--- src/rtl/gpio_edge_pkg.sv ---
package gpio_edge_pkg;
  localparam int ADDR_W = 3;

  typedef enum logic [ADDR_W-1:0] {
    REG_DIR   = 3'd0,
    REG_LEVEL = 3'd1,
    REG_TRI   = 3'd2,
    REG_INV   = 3'd3,
    REG_IEN   = 3'd4
  } reg_addr_e;
endpackage

--- src/rtl/gpio_sync.sv ---
module gpio_sync #(
  parameter int W = 8
) (
  input  logic         clk_i,
  input  logic         rst_ni,
  input  logic [W-1:0] d_i,
  output logic [W-1:0] q_o
);
  logic [W-1:0] meta_q, sync_q;

  always_ff @(posedge clk_i or negedge rst_ni) begin
    if (!rst_ni) begin
      meta_q <= '0;
      sync_q <= '0;
    end else begin
      meta_q <= d_i;
      sync_q <= meta_q;
    end
  end

  assign q_o = sync_q;
endmodule

--- src/rtl/gpio_edge_irq.sv ---
module gpio_edge_irq #(
  parameter int W = 8
) (
  input  logic         clk_i,
  input  logic         rst_ni,
  input  logic [W-1:0] lvl_i,
  input  logic [W-1:0] inv_i,
  input  logic [W-1:0] arm_i,
  input  logic         clr_i,
  output logic [W-1:0] status_o,
  output logic [W-1:0] pend_o,
  output logic         irq_o
);
  logic [W-1:0] act, prev_q, rise, pend_q, pend_d;

  assign act  = lvl_i ^ inv_i;
  assign rise = act & ~prev_q;

  // set has priority over the read-clear so a colliding edge survives
  always_comb begin
    pend_d = pend_q;
    if (clr_i) pend_d = '0;
    pend_d = pend_d | (rise & arm_i);
  end

  always_ff @(posedge clk_i or negedge rst_ni) begin
    if (!rst_ni) begin
      prev_q <= '0;
      pend_q <= '0;
    end else begin
      prev_q <= act;
      pend_q <= pend_d;
    end
  end

  assign status_o = act;
  assign pend_o   = pend_q;
  assign irq_o    = |pend_q;


  pend_gated_chk: assert property (@(posedge clk_i) disable iff (!rst_ni)
    1'b1 |=> ((pend_q & ~$past(pend_q) & ~$past(arm_i)) == '0));


  read_clear_chk: assert property (@(posedge clk_i) disable iff (!rst_ni)
    clr_i |=> ((pend_q & ~$past(rise & arm_i)) == '0));


  set_wins_chk: assert property (@(posedge clk_i) disable iff (!rst_ni)
    (clr_i && ((rise & arm_i) != '0)) |=>
      ((pend_q & $past(rise & arm_i)) == $past(rise & arm_i)));


  sticky_chk: assert property (@(posedge clk_i) disable iff (!rst_ni)
    !clr_i |=> (($past(pend_q) & ~pend_q) == '0));
endmodule

--- src/rtl/gpio_regfile.sv ---
module gpio_regfile
  import gpio_edge_pkg::*;
#(
  parameter int W = 8
) (
  input  logic              clk_i,
  input  logic              rst_ni,
  input  logic              req_i,
  input  logic              we_i,
  input  logic [ADDR_W-1:0] addr_i,
  input  logic [W-1:0]      wdata_i,
  input  logic [W-1:0]      status_i,
  output logic [W-1:0]      dir_o,
  output logic [W-1:0]      drive_o,
  output logic [W-1:0]      tri_o,
  output logic [W-1:0]      inv_o,
  output logic [W-1:0]      ien_o,
  output logic [W-1:0]      rdata_o
);
  logic [W-1:0] dir_q, drive_q, tri_q, inv_q, ien_q, rdata_q, rmux;
  logic         wr, rd;

  assign wr = req_i & we_i;
  assign rd = req_i & ~we_i;

  always_ff @(posedge clk_i or negedge rst_ni) begin
    if (!rst_ni) begin
      dir_q   <= '0;
      drive_q <= '0;
      tri_q   <= '0;
      inv_q   <= '0;
      ien_q   <= '0;
    end else if (wr) begin
      case (reg_addr_e'(addr_i))
        REG_DIR:   dir_q   <= wdata_i;
        REG_LEVEL: drive_q <= wdata_i;
        REG_TRI:   tri_q   <= wdata_i;
        REG_INV:   inv_q   <= wdata_i;
        REG_IEN:   ien_q   <= wdata_i;
        default:   ;
      endcase
    end
  end

  always_comb begin
    case (reg_addr_e'(addr_i))
      REG_DIR:   rmux = dir_q;
      REG_LEVEL: rmux = (dir_q & drive_q) | (~dir_q & status_i);
      REG_TRI:   rmux = tri_q;
      REG_INV:   rmux = inv_q;
      REG_IEN:   rmux = ien_q;
      default:   rmux = '0;
    endcase
  end

  always_ff @(posedge clk_i or negedge rst_ni) begin
    if (!rst_ni)  rdata_q <= '0;
    else if (rd)  rdata_q <= rmux;
  end

  assign dir_o   = dir_q;
  assign drive_o = drive_q;
  assign tri_o   = tri_q;
  assign inv_o   = inv_q;
  assign ien_o   = ien_q;
  assign rdata_o = rdata_q;


  rdata_hold_chk: assert property (@(posedge clk_i) disable iff (!rst_ni)
    !rd |=> $stable(rdata_o));
endmodule

--- src/rtl/gpio_edge_ctrl.sv ---
module gpio_edge_ctrl
  import gpio_edge_pkg::*;
#(
  parameter int NUM_PINS = 8
) (
  input  logic                clk_i,
  input  logic                rst_ni,
  input  logic                req_i,
  input  logic                we_i,
  input  logic [ADDR_W-1:0]   addr_i,
  input  logic [NUM_PINS-1:0] wdata_i,
  output logic [NUM_PINS-1:0] rdata_o,
  input  logic [NUM_PINS-1:0] pad_in_i,
  output logic [NUM_PINS-1:0] pad_out_o,
  output logic [NUM_PINS-1:0] pad_oe_o,
  output logic                irq_o
);
  logic [NUM_PINS-1:0] dir, drive, tri_en, inv, ien, sync_in, status, pend;
  logic                clr;

  assign clr = req_i & ~we_i & (addr_i == REG_LEVEL);

  gpio_regfile #(.W(NUM_PINS)) u_regs (
    .clk_i, .rst_ni, .req_i, .we_i, .addr_i, .wdata_i,
    .status_i(status),
    .dir_o(dir), .drive_o(drive), .tri_o(tri_en), .inv_o(inv), .ien_o(ien),
    .rdata_o
  );

  gpio_sync #(.W(NUM_PINS)) u_sync (
    .clk_i, .rst_ni, .d_i(pad_in_i), .q_o(sync_in)
  );

  gpio_edge_irq #(.W(NUM_PINS)) u_irq (
    .clk_i, .rst_ni,
    .lvl_i(sync_in), .inv_i(inv), .arm_i(ien & ~dir), .clr_i(clr),
    .status_o(status), .pend_o(pend), .irq_o
  );

  assign pad_out_o = drive;
  assign pad_oe_o  = dir & ~tri_en;


  irq_has_source_chk: assert property (@(posedge clk_i) disable iff (!rst_ni)
    $rose(irq_o) |-> $past(ien & ~dir) != '0);
endmodule

--- config.mk ---
export PLATFORM = sky130hd
export DESIGN_NAME = gpio_edge_ctrl
export DESIGN_NICKNAME = d
export VERILOG_FILES = /design/src/rtl/gpio_edge_pkg.sv /design/src/rtl/gpio_sync.sv /design/src/rtl/gpio_edge_irq.sv /design/src/rtl/gpio_regfile.sv /design/src/rtl/gpio_edge_ctrl.sv
export SDC_FILE = /design/constraint.sdc
export NUM_CORES = 1
export LEC_CHECK = 0
export ABC_CLOCK_PERIOD_IN_PS = 3200
export BUFFER_PORTS_ARGS = -buffer_cell sky130_fd_sc_hd__buf_2
export CAP_MARGIN = 0
export CORE_UTILIZATION = 40
export CTS_CLUSTER_SIZE = 40
export DETAILED_ROUTE_END_ITERATION = 10
export PLACE_DENSITY = 0.59
export REMOVE_ABC_BUFFERS = 1
export SKIP_LAST_GASP = 1
export SYNTH_ARGS = -nofsm -noshare
export SYNTH_HDL_FRONTEND = slang
export SYNTH_SLANG_ARGS = --single-unit
--- constraint.sdc ---
create_clock -name clk_i -period 3.2 [get_ports clk_i]
set_input_delay 0.16 -clock clk_i [delete_from_list [all_inputs] [get_ports clk_i]]
set_output_delay 0.16 -clock clk_i [all_outputs]
set_load 0.05 [all_outputs]
Yosys cells after proc, flatten, opt, wreduce, memory -nomap -nowiden. Cells that the tools add are included.

Multiply operators: 0. Shift-type cells: 0. Magnitude comparators: 0. Add/subtract/negate cells: 0. Equality and inequality tests: 4. Multiplexer cells: 2. Div/mod/pow operators: 0. Bitwise logic cells: 16. Reductions and logical operators: 7.

Operators by type and width (count): 8-bit AND (6); 8-bit one-hot mux with 5 select lines (1); 8-bit NOT (3); 8-bit bitwise OR (2); 2-bit AND reduction (5); 8-bit two-way mux (1); 8-bit OR reduction (1); 8-bit XOR (1); 3-bit by 2-bit equality test with 1-bit output, second input constant (2); 1-bit AND (3); 3-bit by 1-bit equality test with 1-bit output, second input constant (1); 3-bit equality test, second input constant (1); 3-bit zero test (1); 1-bit NOT (1).

Memory bits (writable): 0. Flip-flop bits (word level): 80. Output and inout bits: 25. Bits in latches: 0. Memories: 0. ROM bits: 0.

Depth between registers and ports, before layout. Gate-level depths: netlist of run 1.

Depth after elaboration: 5. Mapped depth: 6. Gate-level depth less buffers: 4.

Hierarchy. A second synthesis of run 1 with hierarchy kept.

Cell total of the unflattened synthesis: 255. Area total of the unflattened synthesis: 3397.0 um^2.

By module, submodules not included: gpio_regfile (seq. area each 1201.2 um^2, area an instance 2282.2 um^2, cells each 177, times used 1); gpio_edge_irq (seq. area each 400.4 um^2, area an instance 600.6 um^2, cells each 44, times used 1); gpio_sync (seq. area each 400.4 um^2, area an instance 400.4 um^2, cells each 16, times used 1); gpio_edge_ctrl (seq. area each 0.0 um^2, area an instance 113.9 um^2, cells each 18, times used 1).

Least setup slack after synthesis of run 1. OpenSTA, ideal clock, no wires.

Path kind: input to register. Start: input port addr_i[0]. End: register u_regs.ien_q[0] (netlist: u_regs.ien_o[0]). Setup time: 0.127 ns. Required time: 3.073 ns. Data arrival time: 1.226 ns. Stages on the path: 5. Path slack: 1.846 ns. Cells stage by stage: buf_4 > nor3b_4 > and3_1 > buf_4 > mux2_1.

Longest elaborated chain between the ends: 2.

RTL lines: start, declared (line gpio_edge_ctrl.sv:10) `input logic [ADDR_W-1:0] addr_i,`; 3-bit equality test (line gpio_regfile.sv:34) `case (reg_addr_e'(addr_i))`; 2-bit AND reduction (no source line); end signal, assigned (line gpio_regfile.sv:39) `REG_IEN: ien_q <= wdata_i;`; end, declared (line gpio_regfile.sv:20) `logic [W-1:0] dir_q, drive_q, tri_q, inv_q, ien_q, rdata_q, rmux;`.

No other way between the ends. A chain may end at the register's enable or synchronous reset.

Worst setup path after layout of run 1.
Start: input port we_i. End: register u_irq.pend_q[7] (netlist: u_irq.pend_o[7]).

Longest elaborated chain between the ends: 5.

RTL lines: start, declared (line gpio_edge_ctrl.sv:9) `input logic we_i,`; 1-bit NOT (line gpio_edge_ctrl.sv:21) `assign clr = req_i & ~we_i & (addr_i == REG_LEVEL);`; 1-bit AND (2 in a row) (line gpio_edge_ctrl.sv:21); 8-bit two-way mux (line gpio_edge_irq.sv:22) `if (clr_i) pend_d = '0;`; 8-bit bitwise OR (line gpio_edge_irq.sv:23) `pend_d = pend_d | (rise & arm_i);`; via u_irq.pend_d[7] (line gpio_edge_irq.sv:14) `logic [W-1:0] act, prev_q, rise, pend_q, pend_d;`; end signal, assigned (line gpio_edge_irq.sv:32) `pend_q <= pend_d;`; end, declared (line gpio_edge_irq.sv:14).

The timed path passes the listed nets, and every way through them passes these cells.

==> impl_results.md, run 1 <==
* Status: finished, violations left
* Failing checks: negative hold slack
* Final nets at 319
* Root Driver: clkbuf_8
* Synthesized area at 3310 um^2
* Final setup fails at 0
* Core area at 7890 um^2
* Vias in the first global route at 2106
* Max Clk Rate at 565 MHz
* Critical Path Fanout Max at 16
* Origin of the critical flop-to-flop path: u_regs.dir_o[5]
* Xor-xnor portion of the synthesized cell area at 2.11%
* Final worst path period need at 1.77 ns
* H-tree levels at 3
* Hold Crit Class: primary input to async pin
* RSZ-0062 raised after global routing: no
* Yosys reg bits at 80
* Share of cells above drive strength 1 at 32.6%
* Fin. Hold Viols at 51
* 1st-pass router iterations at 4
* YS warnings at 0
* Post-route cell area at 3920 um^2
* R2R depth at 3
* Io pins at 48
* Die boundary width at 93.0 um
* Multi-input gate area at 1250 um^2
* Post-Synthesis Cells at 238
* Starting density of the core at 42.0%
* Clock Skews at 0.00407 ns
* Simple-gate share of the synthesized area at 10.1%
* Critical Path End Type: register
* Post-DP HPWL at 4670 um
* Worst-Margin Slew at 0.991 ns
* Clock tree sinks at 80
* R2r endpoint: u_regs.rdata_o[5]
* Number of flops mapped to enable cells by yosys at 0
* PortBufs at 47
* Grt total ovfl at 0
* Setup CP Type: primary input to register
* Count of cell types in the netlist at 33
* Largest family of logic cells by synthesized area: multiplexers
* Post-synthesis mux area share at 17.7%
* FF-to-FF setup slack at 1.92 ns
* Gr usage total at 18.1%
* # diodes at 0
* Synth Area in Adders at 0%
* Remaining DRCs at 0
* WHS at -0.0396 ns
* Fin crit share at 55.3%
* Post-synthesis compound-gate area fraction at 7.70%
* Dpl ws at 0.991 ns
* Pwr dens at 736 nW/um^2
* Relative slew slack at 34.0%
* Max VDD drop at 0.285 mV
* Async set-reset flop share out of synthesis at 100%
* Setup crit start: we_i
* Register area share after synthesis at 60.4%
* Setup_tns at 0 ns
* Commonest non-fill, non-tap cell in the layout: dfrtp_1
* Lkg Pwr at 1.81 nW
* Ys flop type: dfrtp_1
* FP Rows at 32
* Synth-to-Final Area Change at 18.3%
* Worst skew pair latency at 0.35 ns
* Die Area at 8650 um^2
* Initial antenna violation count at 0
* Final WS setup at 1.43 ns
* Reg area at 2000 um^2
* Via density at 5.17
* DR vias at 2084
* Die height at 93.0 um
* Commonest non-fill, non-tap cells in the layout: dfrtp_1 (80), buf_2 (46), mux2_2 (30)
* Critical Path AT at 2.01 ns
* Detail Route Antenna Nets at 0
* CP startpoint kind: primary input
* CTS max path bufs at 2
* Syn Area/Cell at 13.9 um^2
* Max Slew Vio Count at 0
* CTS tree: yes
* Final WL at 7000 um
* Final Wtd Congestion at 0.778
* Max cap viols at 0
* CTS clk-pin slew, worst paths at 0.07 ns
* Largest net degree at the start of global routing at 81
* Iteration-0 DRC Markers at 64
* First-pass GRT wire length at 11400 um
* Post-Place Cell Area at 3630 um^2
* Critical Path RT at 3.44 ns
* WL/cell at 17.4 um
* # fillers at 725
* Total CTS buffers at 9
[final cells by class]
type,count,share of cell area (%)
clock buffer,13,3.80
clock inverter,3,1.66
inverter,3,0.287
multi-input combinational,147,31.8
sequential,80,51.1
tap,102,3.25
timing repair buffer,55,8.10
[timing repair]
action / CTS / global route
resized for setup: 0 / 0
hold endpoints to repair: 8 / 0
setup buffers: 0 / 0
hold buffers: 8 / 0
[layer usage]
metal	vias to the layer above	GRT usage, %	share of wire, %
met4	0	8.46	2.4
met1	1026	25.5	50
li1	987	-	-
met3	15	4.31	4.1
met5	-	0	0
met2	56	26.3	44
[Yosys cell counts, types with 3 or more instances]
library cell  instances  area, um^2
mux2_1                8        90.1
a32o_1                8        80.1
nor4b_1               5        43.8
mux2i_1              16         160
xor2_1                8        70.1
o22ai_1               8        50.1
mux2_2               30         338
nand2_1               4        15.0
o211a_1               5        50.1
dfrtp_1              80        2000
buf_2                 3        15.0
nor2b_1               8        50.1
a21oi_1               5        25.0
o21ai_0               4        20.0
buf_4                 3        22.5
nor2_1               17        63.8
[how the worst max path moves through the flow]
stage / endpoint / slack, ns / depth (start not counted)
finish: u_irq.pend_o[7] / 1.43 / 4
global route: u_irq.pend_o[7] / 1.33 / 4
CTS: u_irq.pend_o[2] / 1.39 / 4
detailed placement: u_irq.pend_o[7] / 0.99 / 4
global placement: u_irq.pend_o[7] / 1.04 / 4
floorplan: u_irq.pend_o[7] / 1.85 / 3
[power breakdown]
part	total [mW]	internal, mW	switching, mW
Combinational	0.684	0.261	0.423
Clock	0.804	0.461	0.343
Sequential	1.40	1.23	0.170
Total	2.89	1.95	0.936
[state kept, by name, indices dropped and copies added, names as in the netlist]
register	count
u_irq.pend_o	8
u_irq.prev_q	8
u_regs.dir_o	8
u_regs.drive_o	8
u_regs.ien_o	8
u_regs.inv_o	8
u_regs.rdata_o	8
u_regs.tri_o	8
u_sync.meta_q	8
u_sync.q_o	8
[logic make-up after synthesis]
logic type,count (synthesis)
XOR/XNOR,8
AO/OA/AOI/OAI,33
multiplexers,54
AND/OR/NAND/NOR,52
flip-flops,80
buffers and inverters,11
[worst max-delay path: stages]
cell and delay (ns):
buf_2 0.14, and2b_1 0.57, nand3_1 0.68, a32o_1 0.46
[through the flow]
stage	util [%]	power [mW]	cells
floorplan	-	1.88	230
global placement	46.0	2.08	379
detailed placement	46.0	2.10	379
CTS	49.7	2.92	403
global route	49.7	3.03	403
finish	49.7	2.89	403
(Power assumes the default switching activity.)
==> run 2, diff against run 1 <==
Settings changed: ABC_CLOCK_PERIOD_IN_PS 3200 to 1700.
Clock period 3.2 ns to 1.7 ns, I/O delays scaled along.
==> run 2 against run 1 <==
The run now ends clean. Global-route usage increased by 0.25 points. Power grew 92%. Combinational power up 92%. Via count grew 6.2%. Final cell count is 3.5% higher. Count of clock-buffer cells in the layout fell by 3. Clock power is 99% higher. Sequential share of layout area shrank 1.9 points. Setup slack worse by 1.2 ns. Flip-flop and latch count did not move. Critical endpoint is now irq_o. Largest power group unchanged.
==> impl_results.md, run 2 (synthesis results as in run 1) <==
* Status: completed
* Critical Path AT at 1.42 ns
* Pwr dens at 1360 nW/um^2
* Final WL at 7270 um
* Final Wtd Congestion at 0.795
* CP startpoint kind: register
* Relative slew slack at 66.6%
* Iteration-0 DRC Markers at 118
* CTS clk-pin slew, worst paths at 0.07 ns
* Max cap viols at 0
* Worst path max stage delay at 0.41 ns
* Commonest non-fill, non-tap cell in the layout: dfrtp_1
* Starting density of the core at 42.0%
* PortBufs at 47
* 1st-pass router iterations at 5
* Hold endpoint: u_regs.inv_o[6]
* Dpl ws at 0.0550 ns
* CP bufs+invs at 1
* R2R depth at 3
* Hold path depth at 3
* Worst-Margin Slew at 0.499 ns
* Critical Path End Type: output pin
* Die boundary width at 93.0 um
* Hold Path Origin: wdata_i[6]
* Tot Pwr at 5.55 mW
* Final setup fails at 0
* First-pass GRT wire length at 11800 um
* H-tree levels at 3
* Setup bufs post-CTS at 0
* Clock Skews at 0.00713 ns
* Origin of the critical flop-to-flop path: u_regs.dir_o[5]
* Initial antenna violation count at 0
* Post-route cell area at 4070 um^2
* Remaining DRCs at 0
* Clock tree sinks at 80
* Max Clk Rate at 665 MHz
* FP Rows at 32
* Gr usage total at 18.3%
* Fin crit share at 88.5%
* FF-to-FF setup slack at 0.46 ns
* Worst path slowest cell: dfrtp_1
* Detail Route Antenna Nets at 0
* Max Slew Vio Count at 0
* # diodes at 0
* Root Driver: clkbuf_8
* Die Area at 8650 um^2
* Share of cells above drive strength 1 at 36.2%
* Largest delay share family, worst path: simple AND/OR/NAND/NOR gates
* Post-DP HPWL at 5160 um
* Critical Path Fanout Max at 2
* Setup_tns at 0 ns
* Final nets at 335
* Total CTS buffers at 9
* Largest net degree at the start of global routing at 41
* Final WS setup at 0.196 ns
* Post-layout util at 51.6%
* Io pins at 48
* Worst skew pair latency at 0.35 ns
* Lkg Pwr at 1.89 nW
* WL/cell at 17.4 um
* Post-Place Cell Area at 3750 um^2
* Critical Path RT at 1.62 ns
* Max VDD drop at 0.544 mV
* Via density at 5.31
* RSZ-0062 raised after global routing: no
* WHS at 0.0244 ns
* Synth-to-Final Area Change at 22.8%
* R2r endpoint: u_regs.rdata_o[5]
* Placed cell count at 394
* Grt total ovfl at 0
* Vias in the first global route at 2174
* Final worst path period need at 1.50 ns
* CTS max path bufs at 2
* Die height at 93.0 um
* Post-Layout Cell Count at 417
* DR vias at 2213
* Crit-path cells: nor4_2 -> nand2_1 -> buf_2
* Hold Crit Class: primary input to register
* Fin. Hold Viols at 0
* Commonest non-fill, non-tap cells in the layout: dfrtp_1 (80), buf_2 (46), mux2_2 (30)
* Setup CP Type: register to output pin
* CTS tree: yes
* Core area at 7890 um^2
==> run 2: cell types whose count changed in the layout (fill, tap and decap cells not counted) <==
cell	previous run	this run
nor4_1	2	1
clkbuf_8	10	9
buf_12	0	1
buf_4	1	15
clkbuf_1	3	1
nor4_2	0	1
dlygate4sd3_1	8	9
bufinv_16	2	3
==> run 2: layer usage <==
layer / up-vias / wire [um] / GRT usage, %
li1: 1019 / - / -
met4: 0 / 88 / 6.92
met1: 1117 / 3530 / 26.2
met3: 10 / 405 / 3.98
met5: - / 0 / 0
met2: 67 / 3250 / 27.3
==> run 2: report_power, final <==
| group | switching (mW) | internal (mW) |
|---|---|---|
| clock | 0.647 | 0.958 |
| sequential | 0.329 | 2.31 |
| combinational | 0.795 | 0.511 |
| total | 1.77 | 3.78 |
==> run 2: worst max path at each step <==
stage,slack (ns),startpoint,depth (start not counted),endpoint
2_1_floorplan,0.43,we_i,3,u_irq.pend_o[7]
6_report,0.20,u_irq.pend_o[6],3,irq_o
3_3_place_gp,0.13,addr_i[2],4,u_regs.inv_o[1]
4_1_cts,0.11,u_irq.pend_o[6],3,irq_o
3_5_place_dp,0.06,addr_i[2],4,u_regs.inv_o[5]
5_1_grt,0.11,u_irq.pend_o[6],3,irq_o
==> run 2: worst register-to-register path, cell delays in order, from the launching register on <==
cell and delay, ns:
dfrtp_1 0.43, and3_1 0.19, a2111oi_2 0.36, o22ai_1 0.13
==> run 2: timing repair <==
| item | in CTS | in global routing |
|---|---|---|
| endpoints found under the setup margin | 1 | 0 |
| endpoints found under the hold margin | 88 | 0 |
| gates resized for setup | 1 | 0 |
| hold buffers | 9 | 0 |
==> run 2: final cells by class <==
class / instances / area, um^2
clock inverter: 4 / 95.1
multi-input combinational: 147 / 1250
sequential: 80 / 2000
timing repair buffer: 71 / 453
fill: 708 / 3820
inverter: 3 / 11.3
clock buffer: 10 / 128
tap: 102 / 128
==> run 3, diff against run 2 <==
Settings changed: CORE_UTILIZATION 40 to 56, PLACE_DENSITY 0.59 to 0.78.
==> run 3 against run 2 <==
Design area shrank 1.6%. Die area shrank 28%. Critical path depth is the same. Critical endpoint unchanged. Highest routed layer unchanged.
==> impl_results.md, run 3 (synthesis results as in run 1) <==
* Fin. Hold Viols at 0
* Setup bufs post-CTS at 0
* CTS tree: yes
* Post-Place Cell Area at 3680 um^2
* Power Internal at 3.70 mW
* Fin crit share at 91.4%
* Commonest non-fill, non-tap cells in the layout: dfrtp_1 (80), buf_2 (46), mux2_2 (30)
* Lkg Pwr at 1.87 nW
* Post-route cell area at 4010 um^2
* RSZ-0062 raised after global routing: no
* Final Wtd Congestion at 0.892
* H-tree levels at 3
* Max cap viols at 0
* Max Clk Rate at 644 MHz
* Gr usage total at 24.9%
* Final WL at 6970 um
* Final worst path period need at 1.55 ns
* Worst-Margin Slew at 0.486 ns
* Final WS setup at 0.146 ns
* Clock Skews at 0.00683 ns
* # diodes at 0
* PortBufs at 47
* Post-DP HPWL at 4910 um
* Remaining DRCs at 0
* Final nets at 331
* Share of cells above drive strength 1 at 35.5%
* Die boundary width at 78.9 um
* Clock tree sinks at 80
* Critical Path AT at 1.47 ns
* Root Driver: clkbuf_8
* Setup_tns at 0 ns
* # fillers at 407
* Dpl ws at 0.107 ns
* CP startpoint kind: register
* Combinational power share at 23.7%
* Largest net degree at the start of global routing at 48
* Synth-to-Final Area Change at 20.8%
* Via density at 5.71
* Final setup fails at 0
* Die height at 78.9 um
* DR vias at 2198
* Commonest non-fill, non-tap cell in the layout: dfrtp_1
* Max VDD drop at 0.812 mV
* WHS at 0.0136 ns
* Total CTS buffers at 9
* Critical Path Fanout Max at 2
* Starting density of the core at 59.1%
* CTS clk-pin slew, worst paths at 0.08 ns
* Status: completed
* Net Sw Power at 1.83 mW
* Pwr dens at 1380 nW/um^2
* Switching part of the total at 33.1%
* Worst skew pair latency at 0.35 ns
* Detail Route Antenna Nets at 0
* Vias in the first global route at 2199
* Critical Path End Type: output pin
* Initial antenna violation count at 0
* Setup CP Type: register to output pin
* CTS max path bufs at 2
* Core area at 5610 um^2
* Critical Path RT at 1.62 ns
* 1st-pass router iterations at 4
* Post-layout util at 71.4%
* Sequential Power Share at 47.8%
* First-pass GRT wire length at 11100 um
* FP Rows at 27
* Relative slew slack at 67.5%
* Hold Crit Class: primary input to register
* WL/cell at 18.1 um
* Grt total ovfl at 0
* Clk pwr share at 28.5%
* Die Area at 6230 um^2
* Max Slew Vio Count at 0
* Iteration-0 DRC Markers at 165
* Io pins at 48
run 3: cell type report:
type,instances,area [um^2],share of cell area [%]
Sequential cell,80,2000,50.0
Multi-Input combinational cell,147,1250,31.2
Timing Repair Buffer,67,425,10.6
Clock buffer,10,138,3.44
Clock inverter,6,90.1,2.25
Tap cell,72,90.1,2.25
Inverter,3,11.3,0.281
run 3: power groups by stage:
| stage | logic [mW] | registers, mW | clock network [mW] |
|---|---|---|---|
| final | 1.31 | 2.64 | 1.57 |
| after global routing | 1.40 | 2.68 | 1.67 |
| after CTS | 1.32 | 2.63 | 1.60 |
| after detailed placement | 1.30 | 2.67 | 0 |
| after global placement | 1.27 | 2.65 | 0 |
| after floorplan | 0.711 | 2.82 | 0 |
run 3: final timing paths:
path / start / to / slack, ns / cells after the start
max: u_irq.pend_o[6] / irq_o / 0.15 / 3
min: wdata_i[1] / u_regs.ien_o[1] / 0.01 / 2
max reg2reg: u_regs.dir_o[6] / u_regs.rdata_o[6] / 0.42 / 4
min reg2reg: u_sync.meta_q[1] / u_sync.q_o[1] / 0.35 / 0
max in group asynchronous: rst_ni / u_regs.tri_o[4] / 0.89 / 3
min in group asynchronous: rst_ni / u_regs.rdata_o[2] / 0.21 / 2
run 3: worst max-delay path: stages (launching register included):
cell and delay (ns):
dfrtp_1 0.40, nor4_1 0.39, nand2_1 0.11, buf_2 0.22
run 3: stage by stage:
step | power (mW) | std cells
after global routing | 5.76 | 385
after detailed placement | 3.97 | 359
after global placement | 3.92 | 359
after CTS | 5.55 | 385
final | 5.52 | 385
after floorplan | 3.54 | 230
run 3: metal layers:
metal	vias to the layer above	part of all wire, %	global-route usage (%)	wire [um]
li1	1007	-	-	-
met1	1114	44	32.7	3050
met2	67	50	39.4	3500
met3	10	4.6	7.82	322
met4	0	1.3	8.91	94
met5	-	0	0	0
run 3: timing repair:
item	in CTS	in global routing
hold endpoints to repair	42	0
gates resized for setup	0	0
endpoints found under the setup margin	0	0
hold buffers	10	0
